--- src/rtl/phy_stat_pkg.sv ---
package phy_stat_pkg;

    localparam int NIB_W = 4;

    typedef logic [NIB_W-1:0] nib_t;

    localparam nib_t ERR_NIB = 4'b1110;
    localparam nib_t DELIM_A = 4'h5;
    localparam nib_t DELIM_B = 4'hD;

    typedef enum logic {
        FR_HUNT = 1'b0,
        FR_PASS = 1'b1
    } frame_st_e;

    // one line sample
    typedef struct packed {
        logic vld;
        logic bad;
        nib_t nib;
    } rx_beat_t;

    // registered MAC-facing receive outputs
    typedef struct packed {
        logic dv;
        logic er;
        nib_t d;
    } mii_rx_t;

    // 100 Mb/s mapping: forward everything, substitute error code
    function automatic mii_rx_t map_fast(rx_beat_t b);
        mii_rx_t r;
        r.dv = b.vld;
        r.er = b.vld & b.bad;
        if (!b.vld)
            r.d = '0;
        else if (b.bad)
            r.d = ERR_NIB;
        else
            r.d = b.nib;
        return r;
    endfunction

    function automatic logic is_delim(nib_t first, nib_t second);
        return (first == DELIM_A) && (second == DELIM_B);
    endfunction

endpackage

--- src/rtl/phy_rx_capture.sv ---
module phy_rx_capture
    import phy_stat_pkg::*;
(
    input  logic     clk,
    input  logic     rst,
    input  rx_beat_t cur,
    output rx_beat_t held
);

    always_ff @(posedge clk) begin
        if (rst)
            held <= '0;
        else
            held <= cur;
    end

endmodule

--- src/rtl/phy_rx_framer.sv ---
module phy_rx_framer
    import phy_stat_pkg::*;
(
    input  logic     clk,
    input  logic     rst,
    input  logic     speed_100,
    input  rx_beat_t held,
    input  rx_beat_t cur,
    output mii_rx_t  q
);

    frame_st_e st, st_nxt;
    mii_rx_t   q_nxt;

    always_comb begin
        st_nxt = st;
        q_nxt  = '0;
        if (speed_100) begin
            q_nxt  = map_fast(held);
            st_nxt = FR_HUNT;
        end else begin
            unique case (st)
                FR_HUNT: begin
                    if (held.vld && cur.vld && is_delim(held.nib, cur.nib)) begin
                        q_nxt.dv = 1'b1;
                        q_nxt.d  = held.nib;
                        st_nxt   = FR_PASS;
                    end
                end
                FR_PASS: begin
                    if (held.vld) begin
                        q_nxt.dv = 1'b1;
                        q_nxt.d  = held.nib;
                    end else begin
                        st_nxt = FR_HUNT;
                    end
                end
                default: st_nxt = FR_HUNT;
            endcase
        end
    end

    always_ff @(posedge clk) begin
        if (rst) begin
            st <= FR_HUNT;
            q  <= '0;
        end else begin
            st <= st_nxt;
            q  <= q_nxt;
        end
    end

    // error strobe always carries the error code
    a_r6_err_code: assert property (@(posedge clk) disable iff (rst)
        q.er |-> (q.d == ERR_NIB));

    // inactive pipeline stage clears the outputs on the next edge
    a_r10_drop: assert property (@(posedge clk) disable iff (rst)
        !held.vld |=> (!q.dv && !q.er && q.d == '0));

    // at 10 Mb/s valid rises only on the delimiter's first nibble
    a_r7_dv_on_delim: assert property (@(posedge clk) disable iff (rst)
        ($rose(q.dv) && !$past(speed_100)) |-> (q.d == DELIM_A));

    // no error strobe at 10 Mb/s
    a_r9_no_err_slow: assert property (@(posedge clk) disable iff (rst)
        !$past(speed_100) |-> !q.er);

    // reset clears the registered outputs
    a_r12_reset_clear: assert property (@(posedge clk)
        rst |=> (q == '0));

endmodule

--- src/rtl/phy_carrier_col.sv ---
module phy_carrier_col
    import phy_stat_pkg::*;
(
    input  logic clk,
    input  logic rst,
    input  logic full_duplex,
    input  logic line_active,
    input  logic tx_en,
    input  logic tx_er,
    input  nib_t txd,
    output logic crs,
    output logic col,
    output logic tx_halt_sel,
    output nib_t tx_nibble
);

    logic tx_counts;

    always_comb begin
        tx_counts   = tx_en & ~full_duplex;
        crs         = line_active | tx_counts;
        col         = line_active & tx_counts;
        tx_halt_sel = tx_en & tx_er;
        tx_nibble   = (tx_en && !tx_er) ? txd : '0;
    end

    // receive activity always gives carrier
    a_r1_crs_rx: assert property (@(posedge clk) disable iff (rst)
        line_active |-> crs);

    // full-duplex transmission alone gives no carrier
    a_r2_fd_tx_quiet: assert property (@(posedge clk) disable iff (rst)
        (full_duplex && !line_active) |-> !crs);

    // no collision in full duplex
    a_r3_col_fd: assert property (@(posedge clk) disable iff (rst)
        full_duplex |-> !col);

    // halt selection excludes a data nibble
    a_r11_halt_no_data: assert property (@(posedge clk) disable iff (rst)
        tx_halt_sel |-> (tx_nibble == '0));

endmodule

--- src/rtl/mii_phy_status.sv ---
module mii_phy_status
    import phy_stat_pkg::*;
(
    input  logic       clk,
    input  logic       rst,
    input  logic       speed_100,
    input  logic       full_duplex,
    input  logic       line_active,
    input  logic [3:0] line_nibble,
    input  logic       line_bad,
    input  logic       tx_en,
    input  logic       tx_er,
    input  logic [3:0] txd,
    output logic       crs,
    output logic       col,
    output logic       rx_dv,
    output logic [3:0] rxd,
    output logic       rx_er,
    output logic       tx_halt_sel,
    output logic [3:0] tx_nibble
);

    rx_beat_t cur_beat, held_beat;
    mii_rx_t  rx_q;

    always_comb begin
        cur_beat.vld = line_active;
        cur_beat.bad = line_bad;
        cur_beat.nib = line_nibble;
    end

    phy_rx_capture u_capture (
        .clk  (clk),
        .rst  (rst),
        .cur  (cur_beat),
        .held (held_beat)
    );

    phy_rx_framer u_framer (
        .clk       (clk),
        .rst       (rst),
        .speed_100 (speed_100),
        .held      (held_beat),
        .cur       (cur_beat),
        .q         (rx_q)
    );

    phy_carrier_col u_carrier (
        .clk         (clk),
        .rst         (rst),
        .full_duplex (full_duplex),
        .line_active (line_active),
        .tx_en       (tx_en),
        .tx_er       (tx_er),
        .txd         (txd),
        .crs         (crs),
        .col         (col),
        .tx_halt_sel (tx_halt_sel),
        .tx_nibble   (tx_nibble)
    );

    assign rx_dv = rx_q.dv;
    assign rx_er = rx_q.er;
    assign rxd   = rx_q.d;

endmodule

--- config.mk ---
export PLATFORM = sky130hd
export DESIGN_NAME = mii_phy_status
export DESIGN_NICKNAME = d
export VERILOG_FILES = /design/src/rtl/phy_stat_pkg.sv /design/src/rtl/phy_rx_capture.sv /design/src/rtl/phy_rx_framer.sv /design/src/rtl/phy_carrier_col.sv /design/src/rtl/mii_phy_status.sv
export SDC_FILE = /design/constraint.sdc
export NUM_CORES = 1
export LEC_CHECK = 0
export BUFFER_PORTS_ARGS = -buffer_cell sky130_fd_sc_hd__buf_2
export CAP_MARGIN = 10
export CELL_PAD_IN_SITES_DETAIL_PLACEMENT = 1
export CELL_PAD_IN_SITES_GLOBAL_PLACEMENT = 1
export CORE_ASPECT_RATIO = 1.2
export CORE_MARGIN = 5
export CORE_UTILIZATION = 29
export CTS_CLUSTER_SIZE = 40
export DETAILED_ROUTE_END_ITERATION = 6
export GPL_ROUTABILITY_DRIVEN = 0
export GPL_TIMING_DRIVEN = 0
export HOLD_SLACK_MARGIN = 0.03
export PLACE_DENSITY = 0.78
export SYNTH_ARGS = -nofsm -noshare
export SYNTH_HDL_FRONTEND = slang
export SYNTH_SLANG_ARGS = --single-unit
--- constraint.sdc ---
create_clock -name clk -period 1.16 [get_ports clk]
set_input_delay 0.232 -clock clk [delete_from_list [all_inputs] [get_ports clk]]
set_output_delay 0.232 -clock clk [all_outputs]
set_load 0.02 [all_outputs]
# Word level (Yosys, flattened, before mapping)
# Cells that the tools add are included.
# op_classes
n_eq_ne,2
n_mux,11
bitwise_logic,8
reduce_logical,7
# op_table
cell,n
4-bit two-way mux,6
4-bit case mux with 2 select lines,1
1-bit bitwise AND,4
4-bit by 3-bit equality test with 1-bit output (second input constant),1
4-bit equality test (second input constant),1
1-bit logical AND,4
2-bit OR reduction,2
1-bit two-way mux,3
1-bit inverter,3
1-bit case mux with 2 select lines,1
1-bit zero test,1
1-bit OR,1
# totals
regBits,13
in_bits,16
output_inout_bits,13
word_cells,35

# Logic depth before layout (Yosys ltp)
# Gate-level depths: netlist of run 1.
# depth
word_depth,6
ltp_mapped,3
depth_no_buf,3

# By module
# A second synthesis of run 1 with hierarchy kept.
# hier_totals
hier_cells,48
area_unflattened_um2,500.5
# by_module_without_submodules
module,instances,cells_each,area_each_um2,seq_area_each_um2
phy_rx_framer,1,27,280.3,140.1
phy_rx_capture,1,12,157.7,120.1
phy_carrier_col,1,9,62.6,0.0

# Worst setup path before layout of run 1
# Ideal clock, no wire load.
# synth_timing
path_type,register -> register
start,"register, netlist name u_capture.held[3]"
end,register u_framer.q[0] (netlist bit)
setup_ns,0.086
t_arrival_ns,0.897
required_time_ns,1.074
slack_ns,0.177
stages_incl_launch_ff,4
path_buffers,0
synth_period_minus_slack_ns,0.983
cell_sequence,dfxtp_1 > and4bb_1 > nand4_2 > a221oi_2
# synth_via
elab_chain_cells,6
# synth_lines
element,line_no,rtl
4-bit by 3-bit equality test with 1-bit output,phy_stat_pkg.sv:45,return (first == DELIM_A) && (second == DELIM_B);
1-bit logical AND,phy_stat_pkg.sv:45,
1-bit logical AND,phy_rx_framer.sv:24,"if (held.vld && cur.vld && is_delim(held.nib, cur.nib)) begin"
4-bit two-way mux,phy_rx_framer.sv:24,
4-bit case mux with 2 select lines,phy_rx_framer.sv:22,unique case (st)
4-bit two-way mux,phy_rx_framer.sv:18,if (speed_100) begin
end signal: assignment,phy_rx_framer.sv:49,q <= q_nxt;
end: declaration,phy_rx_framer.sv:9,output mii_rx_t q
# No other way between the ends.
# A chain may end at the register's enable or synchronous reset.

# Worst setup path after layout of run 1
# layout_timing
start,input port tx_en
end,output port tx_nibble[1]
# layout_via
elab_chain_cells,2
# layout_lines
element,line_no,rtl
start: declaration,mii_phy_status.sv:11,"input logic tx_en,"
1-bit logical AND,phy_carrier_col.sv:24,tx_nibble = (tx_en && !tx_er) ? txd : '0;
4-bit two-way mux,phy_carrier_col.sv:24,
end: declaration,mii_phy_status.sv:20,output logic [3:0] tx_nibble
# No other way between the ends.

==> impl_metrics.py, run 1 <==
metrics = {
    "clock_tree": {
        "clk_pin_slew_ps": 70,
        "post_cts_buffers": 0,
        "clockBufferDepth": 2,
        "clk_latency_ps": 270,
        "cts_num_sinks": 13,
        "cts_tree": "built",
        "cts_root_buf": "clkbuf_4",
        "htreeDepth": 1,
        "numCtsBuffers": 3,
    },
    "hold_path": {
        "holdPathStages": 2,
        "holdCritPathClass": "input port to flip-flop",
    },
    "critical_path": {
        "reg2reg_depth": 3,
        "slowest_delay_ps": 200,
        "crit_type": "input port to output port",
        "cp.required_ps": 930,
        "slowest_stage": "nor2b_1",
        "worstPathArrival_ps": 840,
        "path_depth": 4,
        "worst-path-buf-inv": 2,
        "startpoint_type": "input port",
        "cp-end-kind": "output port",
        "cp_common_cell": "buf_2",
        "cp_max_fo": 4,
        "cp_cell_sequence": "buf_2 > nor2b_1 > and2_1 > buf_2",
        "path_delay_family": "simple AND/OR/NAND/NOR gates",
    },
    "yosys": {
        "ys_warn_count": 0,
        "synth_area_leaders": "dfxtp_1 (52%), nor2b_1 (10%), and2_1 (6.2%), a21oi_1 (3.0%), a221oi_2 (3.0%)",
        "synth_top_cell_by_area": "dfxtp_1",
        "yosys-top-cells-count": "dfxtp_1 (13), nor2b_1 (8), and2_1 (5)",
        "synth_most_common_cell": "dfxtp_1",
        "synth_edf_count": 0,
        "syn_nets": 65,
        "synth_top_area_share_pct": 51.7,
        "avgSynthCellArea_um2": 10.3,
        "synth-main-ff-cell": "dfxtp_1",
        "seq_area_frac_synth_pct": 51.7,
        "syn-instance-count": 49,
        "async_flop_share_pct": 0,
        "synth_cell_type_count": 19,
        "syn_area_um2": 503,
        "synth-seq-cells": 13,
    },
    "detailed_routing": {
        "postRouteAntennaNets": 0,
        "viasPerCell": 4.76,
        "wl_per_cell_um": 11.2,
        "wl_um": 1110,
        "num_vias": 471,
        "drt_iter0_drc": 2,
        "remaining_drc_errors": 0,
        "firstDrtPassIters": 2,
    },
    "global_route": {
        "antenna_found_initial": 0,
        "grt_pass1_vias": 492,
        "grt-ovfl-total": 0,
        "grt_pass1_wl_um": 1900,
        "grt_usage_pct": 9.97,
        "grt_max_degree": 11,
    },
    "job": {
        "max-cap-violations": 0,
    },
    "sta": {
        "finClkSkew_ps": 0.318,
        "setup_slack_ps": 90.9,
        "timing.fmax_mhz": 935,
        "rsz0062_at_grt": "false",
        "finalMaxSlewViolations": 0,
        "relSlewSlack_pct": 82.9,
        "tns_ps": 0,
        "period_needed_ps": 1070,
        "worst_pin_slew_ps": 257,
        "hold_viol_final": 0,
        "min_period_over_period_pct": 92.2,
        "setup_viol": 0,
    },
    "floorplanning": {
        "io_pins": 29,
        "initial_core_util_pct": 30.6,
        "core_area_um2": 1640,
        "chipWidth_um": 48.0,
        "die_y_um": 55.6,
        "rows": 16,
        "fp.dieArea_um2": 2670,
    },
    "power": {
        "p_per_area_nw_per_um2": 1200,
        "ir_drop_mv": 0.458,
        "p_leak_nw": 0.352,
    },
    "cells_and_area": {
        "layout.nets": 98,
        "drive_gt1_share_pct": 45.7,
        "antenna_cells": 0,
        "design_area_um2": 693,
        "syn_to_final_growth_pct": 37.8,
        "final_util_pct": 42.2,
    },
    "placed_design": {
        "numPortBuffers": 28,
        "post-place-ws_ps": 38.9,
        "postPlaceCellArea_um2": 666,
        "dp_hpwl_um": 969,
    },
    "status": {
        "status": "finished clean",
    },
}
power breakdown:
part | internal, mW | leakage [nW] | switching (mW)
Combinational | 0.0486 | 0.230 | 0.0514
Clock | 0.133 | 0.0150 | 0.133
Sequential | 0.460 | 0.107 | 0.00783
sequential cells by signal (all words and copies together) (netlist names):
signal / count
u_capture.held: 6
u_framer.q: 6
u_framer.st: 1
worst paths after layout:
kind	start	end	slack [ps]
worst min-delay path	line_bad	u_capture.held[4]	170
worst max register to register	u_capture.held[1]	u_framer.q[0]	100
worst max-delay path	tx_en	tx_nibble[1]	90
worst min register to register	u_capture.held[1]	u_framer.q[1]	490
layer usage:
| layer | GRT usage, % | up-vias | wire [um] |
|---|---|---|---|
| met5 | 0 | - | 0 |
| met4 | 8.08 | 0 | 32 |
| met3 | 2.59 | 4 | 134 |
| met2 | 14.4 | 29 | 485 |
| met1 | 11.6 | 208 | 461 |
| li1 | - | 230 | - |
final cells by class:
| cell class | count | area [um^2] |
|---|---|---|
| timing repair buffer | 28 | 140 |
| tap | 18 | 22.5 |
| sequential | 13 | 262 |
| fill | 198 | 948 |
| multi-input combinational | 35 | 239 |
| clock buffer | 4 | 26.3 |
| inverter | 1 | 3.75 |
cells by family (layout without fill, tap and decap cells):
kind of cell | count (synthesis) | in the layout | synth area share (%)
flops | 13 | 13 | 51.7
simple gates | 28 | 28 | 36.8
compound gates | 7 | 7 | 10.7
buf+inv | 1 | 33 | 0.746
stage by stage:
| stage | power, mW | instances | hold WS (ps) |
|---|---|---|---|
| 3_5_place_dp | 0.580 | 95 | 452 |
| 2_1_floorplan | 0.528 | 49 | 304 |
| 5_1_grt | 0.883 | 99 | 172 |
| 3_3_place_gp | 0.577 | 95 | 445 |
| 4_1_cts | 0.847 | 99 | 171 |
| 6_report | 0.834 | 99 | 174 |
cells in the final DEF (no fill, tap or decap):
| cell | count |
|---|---|
| a21boi_0 | 1 |
| clkbuf_1 | 1 |
| clkbuf_4 | 3 |
| dfxtp_1 | 12 |
| a221oi_2 | 1 |
| or2b_2 | 1 |
| nor2b_1 | 8 |
| and4b_1 | 1 |
| a21o_1 | 1 |
| nor2_1 | 4 |
| nand4b_1 | 1 |
| nand4_2 | 1 |
| and4bb_1 | 1 |
| and3_1 | 1 |
| and4b_2 | 1 |
| dfxtp_2 | 1 |
| and2_1 | 5 |
| nand2_1 | 3 |
| or2b_1 | 1 |
| o21ai_2 | 1 |
| inv_1 | 1 |
| buf_2 | 28 |
| a21oi_1 | 3 |
what timing repair did:
action,CTS,global route
hold buffers,0,0
resized for setup,0,1
setup endpoints to repair,0,1
Note: power is estimated with default switching activity, not from simulation.
==> run 2, diff against run 1 <==
--- a/config.mk
+++ b/config.mk
@@ -15,7 +15,7 @@
 export CTS_CLUSTER_SIZE = 40
 export DETAILED_ROUTE_END_ITERATION = 6
 export GPL_ROUTABILITY_DRIVEN = 0
-export GPL_TIMING_DRIVEN = 0
+export GPL_TIMING_DRIVEN = 1
 export HOLD_SLACK_MARGIN = 0.03
 export PLACE_DENSITY = 0.78
 export SYNTH_ARGS = -nofsm -noshare
==> impl_metrics.py, run 2 (synthesis results as in run 1) <==
metrics = {
    "status": {
        "status": "finished clean",
    },
    "cells_and_area": {
        "drive_gt1_share_pct": 45.7,
        "multi_input_area_um2": 239,
        "layout.nets": 98,
        "final_cell_mix": "buf_2 (28), dfxtp_1 (12), nor2b_1 (8), and2_1 (5), nor2_1 (4)",
        "antenna_cells": 0,
        "fill_cells": 206,
        "seq_area_um2": 262,
        "syn_to_final_growth_pct": 37.8,
        "final_util_pct": 42.2,
        "layout_commonest_cell": "buf_2",
        "largestRegisters": "u_capture.held x6, u_framer.q x6, u_framer.st x1",
    },
    "sta": {
        "min_period_over_period_pct": 92.4,
        "rsz0062_at_grt": "false",
        "tns_ps": 0,
        "finClkSkew_ps": 0.453,
        "period_needed_ps": 1070,
        "finalMaxSlewViolations": 0,
        "setup_viol": 0,
        "relSlewSlack_pct": 82.6,
        "hold_viol_final": 0,
        "worst_pin_slew_ps": 261,
        "timing.fmax_mhz": 933,
    },
    "global_route": {
        "use_met2_pct": 16.8,
        "grt-ovfl-total": 0,
        "antenna_found_initial": 0,
        "grt_pass1_vias": 504,
        "grtUsageMet1_pct": 11.1,
        "grt.busiest_layer": "met2",
        "grt_pass1_wl_um": 2120,
        "grt_usage_pct": 11.5,
        "grtUsageMet3_pct": 5.50,
        "grt_max_degree": 11,
    },
    "floorplanning": {
        "io_pins": 29,
        "initial_core_util_pct": 30.6,
        "rows": 16,
        "chipWidth_um": 48.0,
        "core_area_um2": 1640,
        "die_y_um": 55.6,
        "fp.dieArea_um2": 2670,
    },
    "clock_tree": {
        "clockBufferDepth": 2,
        "clk_pin_slew_ps": 80,
        "htreeDepth": 1,
        "clk_latency_ps": 270,
        "cts_root_buf": "clkbuf_4",
        "cts_num_sinks": 13,
        "cts_tree": "built",
        "post_cts_buffers": 0,
        "numCtsBuffers": 3,
    },
    "critical_path": {
        "crit_type": "input port to output port",
        "cp_max_fo": 4,
        "cp.required_ps": 930,
        "worstPathArrival_ps": 840,
        "cp-end-kind": "output port",
        "startpoint_type": "input port",
    },
    "detailed_routing": {
        "wl_per_cell_um": 12.5,
        "viasPerCell": 4.76,
        "wl_um": 1240,
        "postRouteAntennaNets": 0,
        "firstDrtPassIters": 4,
        "remaining_drc_errors": 0,
        "drt_iter0_drc": 4,
        "num_vias": 471,
    },
    "placed_design": {
        "numPortBuffers": 28,
        "dp_hpwl_um": 1030,
    },
    "power": {
        "ir_drop_mv": 0.382,
        "p_per_area_nw_per_um2": 1230,
        "p_leak_nw": 0.352,
    },
    "hold_path": {
        "holdCritPathClass": "input port to flip-flop",
    },
    "job": {
        "max-cap-violations": 0,
    },
}
-- run 2: final timing paths --
path	start	to	slack (ps)	cells after the start
worst max-delay path	tx_en	tx_nibble[2]	90	4
worst min-delay path	line_bad	u_capture.held[4]	160	2
worst max register to register	u_capture.held[3]	u_framer.q[0]	120	3
worst min register to register	u_capture.held[3]	u_framer.q[3]	490	2
-- run 2: final cells by class --
type | instances | area share [%]
sequential | 13 | 37.7
tap | 18 | 3.25
multi-input combinational | 35 | 34.5
clock buffer | 4 | 3.79
inverter | 1 | 0.542
timing repair buffer | 28 | 20.2
-- run 2: metal layers --
metal | part of all wire [%] | vias to the layer above
met5 | 0 | -
met4 | 4.8 | 0
met3 | 12 | 5
met2 | 48 | 30
met1 | 34 | 207
li1 | - | 229
-- run 2: per-stage QoR --
step	instance area (um^2)	power (mW)	instances	hold slack, ps	setup WS (ps)
after CTS	692	0.857	99	157	68.3
after global routing	693	0.900	99	148	2.47
after detailed placement	666	0.581	95	448	49.0
final	693	0.850	99	162	88.7
after floorplan	503	0.528	49	304	177
after global placement	666	0.578	95	450	80.1
-- run 2: critical path, stage by stage --
cell and delay [ps]:
buf_2 100, nor2b_1 200, and2_1 150, buf_2 160
-- run 2: power breakdown --
| part | internal (mW) | leakage, nW | switching [mW] | total [mW] |
|---|---|---|---|---|
| Sequential | 0.460 | 0.107 | 0.00826 | 0.468 |
| Clock | 0.133 | 0.0150 | 0.148 | 0.281 |
| Combinational | 0.0486 | 0.230 | 0.0519 | 0.100 |
-- run 2: what timing repair did --
item | CTS | global route
setup endpoints to repair | 0 | 1
resized for setup | 0 | 1
endpoints found under the hold margin | 0 | 0
hold buffers | 0 | 0
==> run 3, diff against run 2 <==
--- a/config.mk
+++ b/config.mk
@@ -17,7 +17,7 @@
 export GPL_ROUTABILITY_DRIVEN = 0
 export GPL_TIMING_DRIVEN = 1
 export HOLD_SLACK_MARGIN = 0.03
-export PLACE_DENSITY = 0.78
+export PLACE_DENSITY = 0.86
 export SYNTH_ARGS = -nofsm -noshare
 export SYNTH_HDL_FRONTEND = slang
 export SYNTH_SLANG_ARGS = --single-unit
==> constraint.sdc (replaced) <==
create_clock -name clk -period 1.16 [get_ports clk]
set_input_delay 0.058 -clock clk [delete_from_list [all_inputs] [get_ports clk]]
set_output_delay 0.058 -clock clk [all_outputs]
set_load 0.02 [all_outputs]
==> impl_metrics.py, run 3 (synthesis results as in run 1) <==
metrics = {
    "global_route": {
        "antenna_found_initial": 0,
        "grt_pass1_wl_um": 2020,
        "grt_pass1_vias": 555,
        "grt-ovfl-total": 0,
        "grt_max_degree": 11,
        "grt_usage_pct": 10.5,
    },
    "floorplanning": {
        "fp.dieArea_um2": 2670,
        "initial_core_util_pct": 30.6,
        "core_area_um2": 1640,
        "io_pins": 29,
        "chipWidth_um": 48.0,
        "die_y_um": 55.6,
        "rows": 16,
    },
    "sta": {
        "finalMaxSlewViolations": 0,
        "worst_pin_slew_ps": 250,
        "setup_viol": 0,
        "period_needed_ps": 1120,
        "min_period_over_period_pct": 96.7,
        "timing.fmax_mhz": 891,
        "hold_viol_final": 0,
        "finClkSkew_ps": 3.05,
        "relSlewSlack_pct": 83.3,
    },
    "cells_and_area": {
        "largestRegisters": "u_capture.held x6, u_framer.q x6, u_framer.st x1",
        "drive_gt1_share_pct": 42.5,
        "antenna_cells": 0,
        "layout_commonest_cell": "buf_2",
        "final_cells": 105,
        "syn_to_final_growth_pct": 52.0,
        "final_cell_mix": "buf_2 (28), dfxtp_1 (12), nor2b_1 (8), and2_1 (5), dlygate4sd3_1 (5)",
        "fill_cells": 200,
        "layout.nets": 104,
        "final_util_pct": 46.6,
    },
    "detailed_routing": {
        "remaining_drc_errors": 0,
        "firstDrtPassIters": 1,
        "num_vias": 515,
        "wl_met1_um": 447,
        "wl_um": 1270,
        "wl_met3_um": 137,
        "viasPerCell": 4.90,
        "wl_per_cell_um": 12.1,
        "postRouteAntennaNets": 0,
        "wl_met2_um": 646,
        "drt_iter0_drc": 0,
        "routed.top_layer": "met4",
    },
    "critical_path": {
        "cp.required_ps": 1370,
        "cp_cell_sequence": "dlygate4sd3_1 > buf_2 > and4b_2 > nand4b_1 > a21oi_1",
        "crit_type": "input port to flip-flop",
        "cp_max_fo": 4,
        "slowest_delay_ps": 520,
        "path_delay_family": "buffers and inverters",
        "worst-path-buf-inv": 2,
        "r2r_setup_slack_ps": 70,
        "worstPathArrival_ps": 1330,
        "slowest_stage": "dlygate4sd3_1",
        "cp-end-kind": "flip-flop",
        "startpoint_type": "input port",
    },
    "clock_tree": {
        "cts_num_sinks": 13,
        "cts_tree": "built",
        "numCtsBuffers": 3,
        "cts_root_buf": "clkbuf_4",
        "post_cts_buffers": 0,
        "clk_pin_slew_ps": 80,
        "clk_latency_ps": 280,
        "clockBufferDepth": 2,
        "htreeDepth": 1,
    },
    "power": {
        "p_per_area_nw_per_um2": 1130,
        "p_leak_nw": 0.383,
        "swShare_pct": 24.2,
        "p_int_uw": 656,
        "pwr-share-comb_pct": 13.7,
        "ir_drop_mv": 0.395,
        "p_clk_share_pct": 32.1,
        "netSwitchingPower_uw": 209,
        "p_seq_share_pct": 54.3,
    },
    "hold_path": {
        "holdCritPathClass": "input port to flip-flop",
    },
    "placed_design": {
        "numPlacedInstances": 95,
        "numPortBuffers": 28,
        "dp_hpwl_um": 1040,
    },
    "job": {
        "max-cap-violations": 0,
    },
    "status": {
        "status": "finished clean",
    },
}
run 3: changes by cell type in the layout (fill, tap and decap cells not counted), sizes merged:
cell,previous run,this run
dlygate4sd3,0,5
dlymetal6s4s,0,1
run 3: layer usage:
metal | vias to the layer above | global-route usage, %
li1 | 244 | -
met1 | 234 | 10.0
met2 | 32 | 17.6
met3 | 5 | 2.59
met4 | 0 | 8.08
met5 | - | 0
run 3: worst reg2reg max path: stages (launching register included):
cell and delay [ps]:
dfxtp_1 310, and4bb_1 330, nand4b_1 190, a21oi_1 190
run 3: worst paths after layout:
| check | end | depth (start not counted) | start |
|---|---|---|---|
| setup reg to reg | u_framer.q[3] | 3 | u_capture.held[3] |
| hold reg to reg | u_framer.q[3] | 2 | u_capture.held[3] |
| setup / recovery | u_framer.q[3] | 5 | line_nibble[2] |
| hold / removal | u_capture.held[5] | 2 | rst |
run 3: per-stage QoR:
stage	setup TNS (ps)	power [mW]	hold WS [ps]	area, um^2	setup WS [ps]
2_1_floorplan	0	0.528	130	503	177
3_3_place_gp	0	0.578	272	666	156
3_5_place_dp	0	0.581	290	666	101
4_1_cts	0	0.879	54.1	752	58.1
5_1_grt	-12.9	0.910	59.6	764	-12.7
6_report	0	0.865	51.6	764	38.1
run 3: timing repair:
item,CTS,global route
hold buffers,6,0
endpoints found under the setup margin,0,1
endpoints found under the hold margin,6,0
resized for setup,0,3
run 3: layout make-up:
type	count	area (um^2)	area share, %
repair buffers	34	203	26.5
clock buffers	4	26.3	3.44
inverters	1	3.75	0.491
multi-input cells	35	248	32.4
well taps	18	22.5	2.95
flip-flops and latches	13	262	34.2
run 3: power groups by stage:
stage,clock (mW),combinational [mW],sequential [mW]
2_1_floorplan,0,0.0486,0.479
3_3_place_gp,0,0.100,0.477
3_5_place_dp,0,0.103,0.479
4_1_cts,0.292,0.118,0.468
5_1_grt,0.309,0.130,0.471
6_report,0.278,0.118,0.469
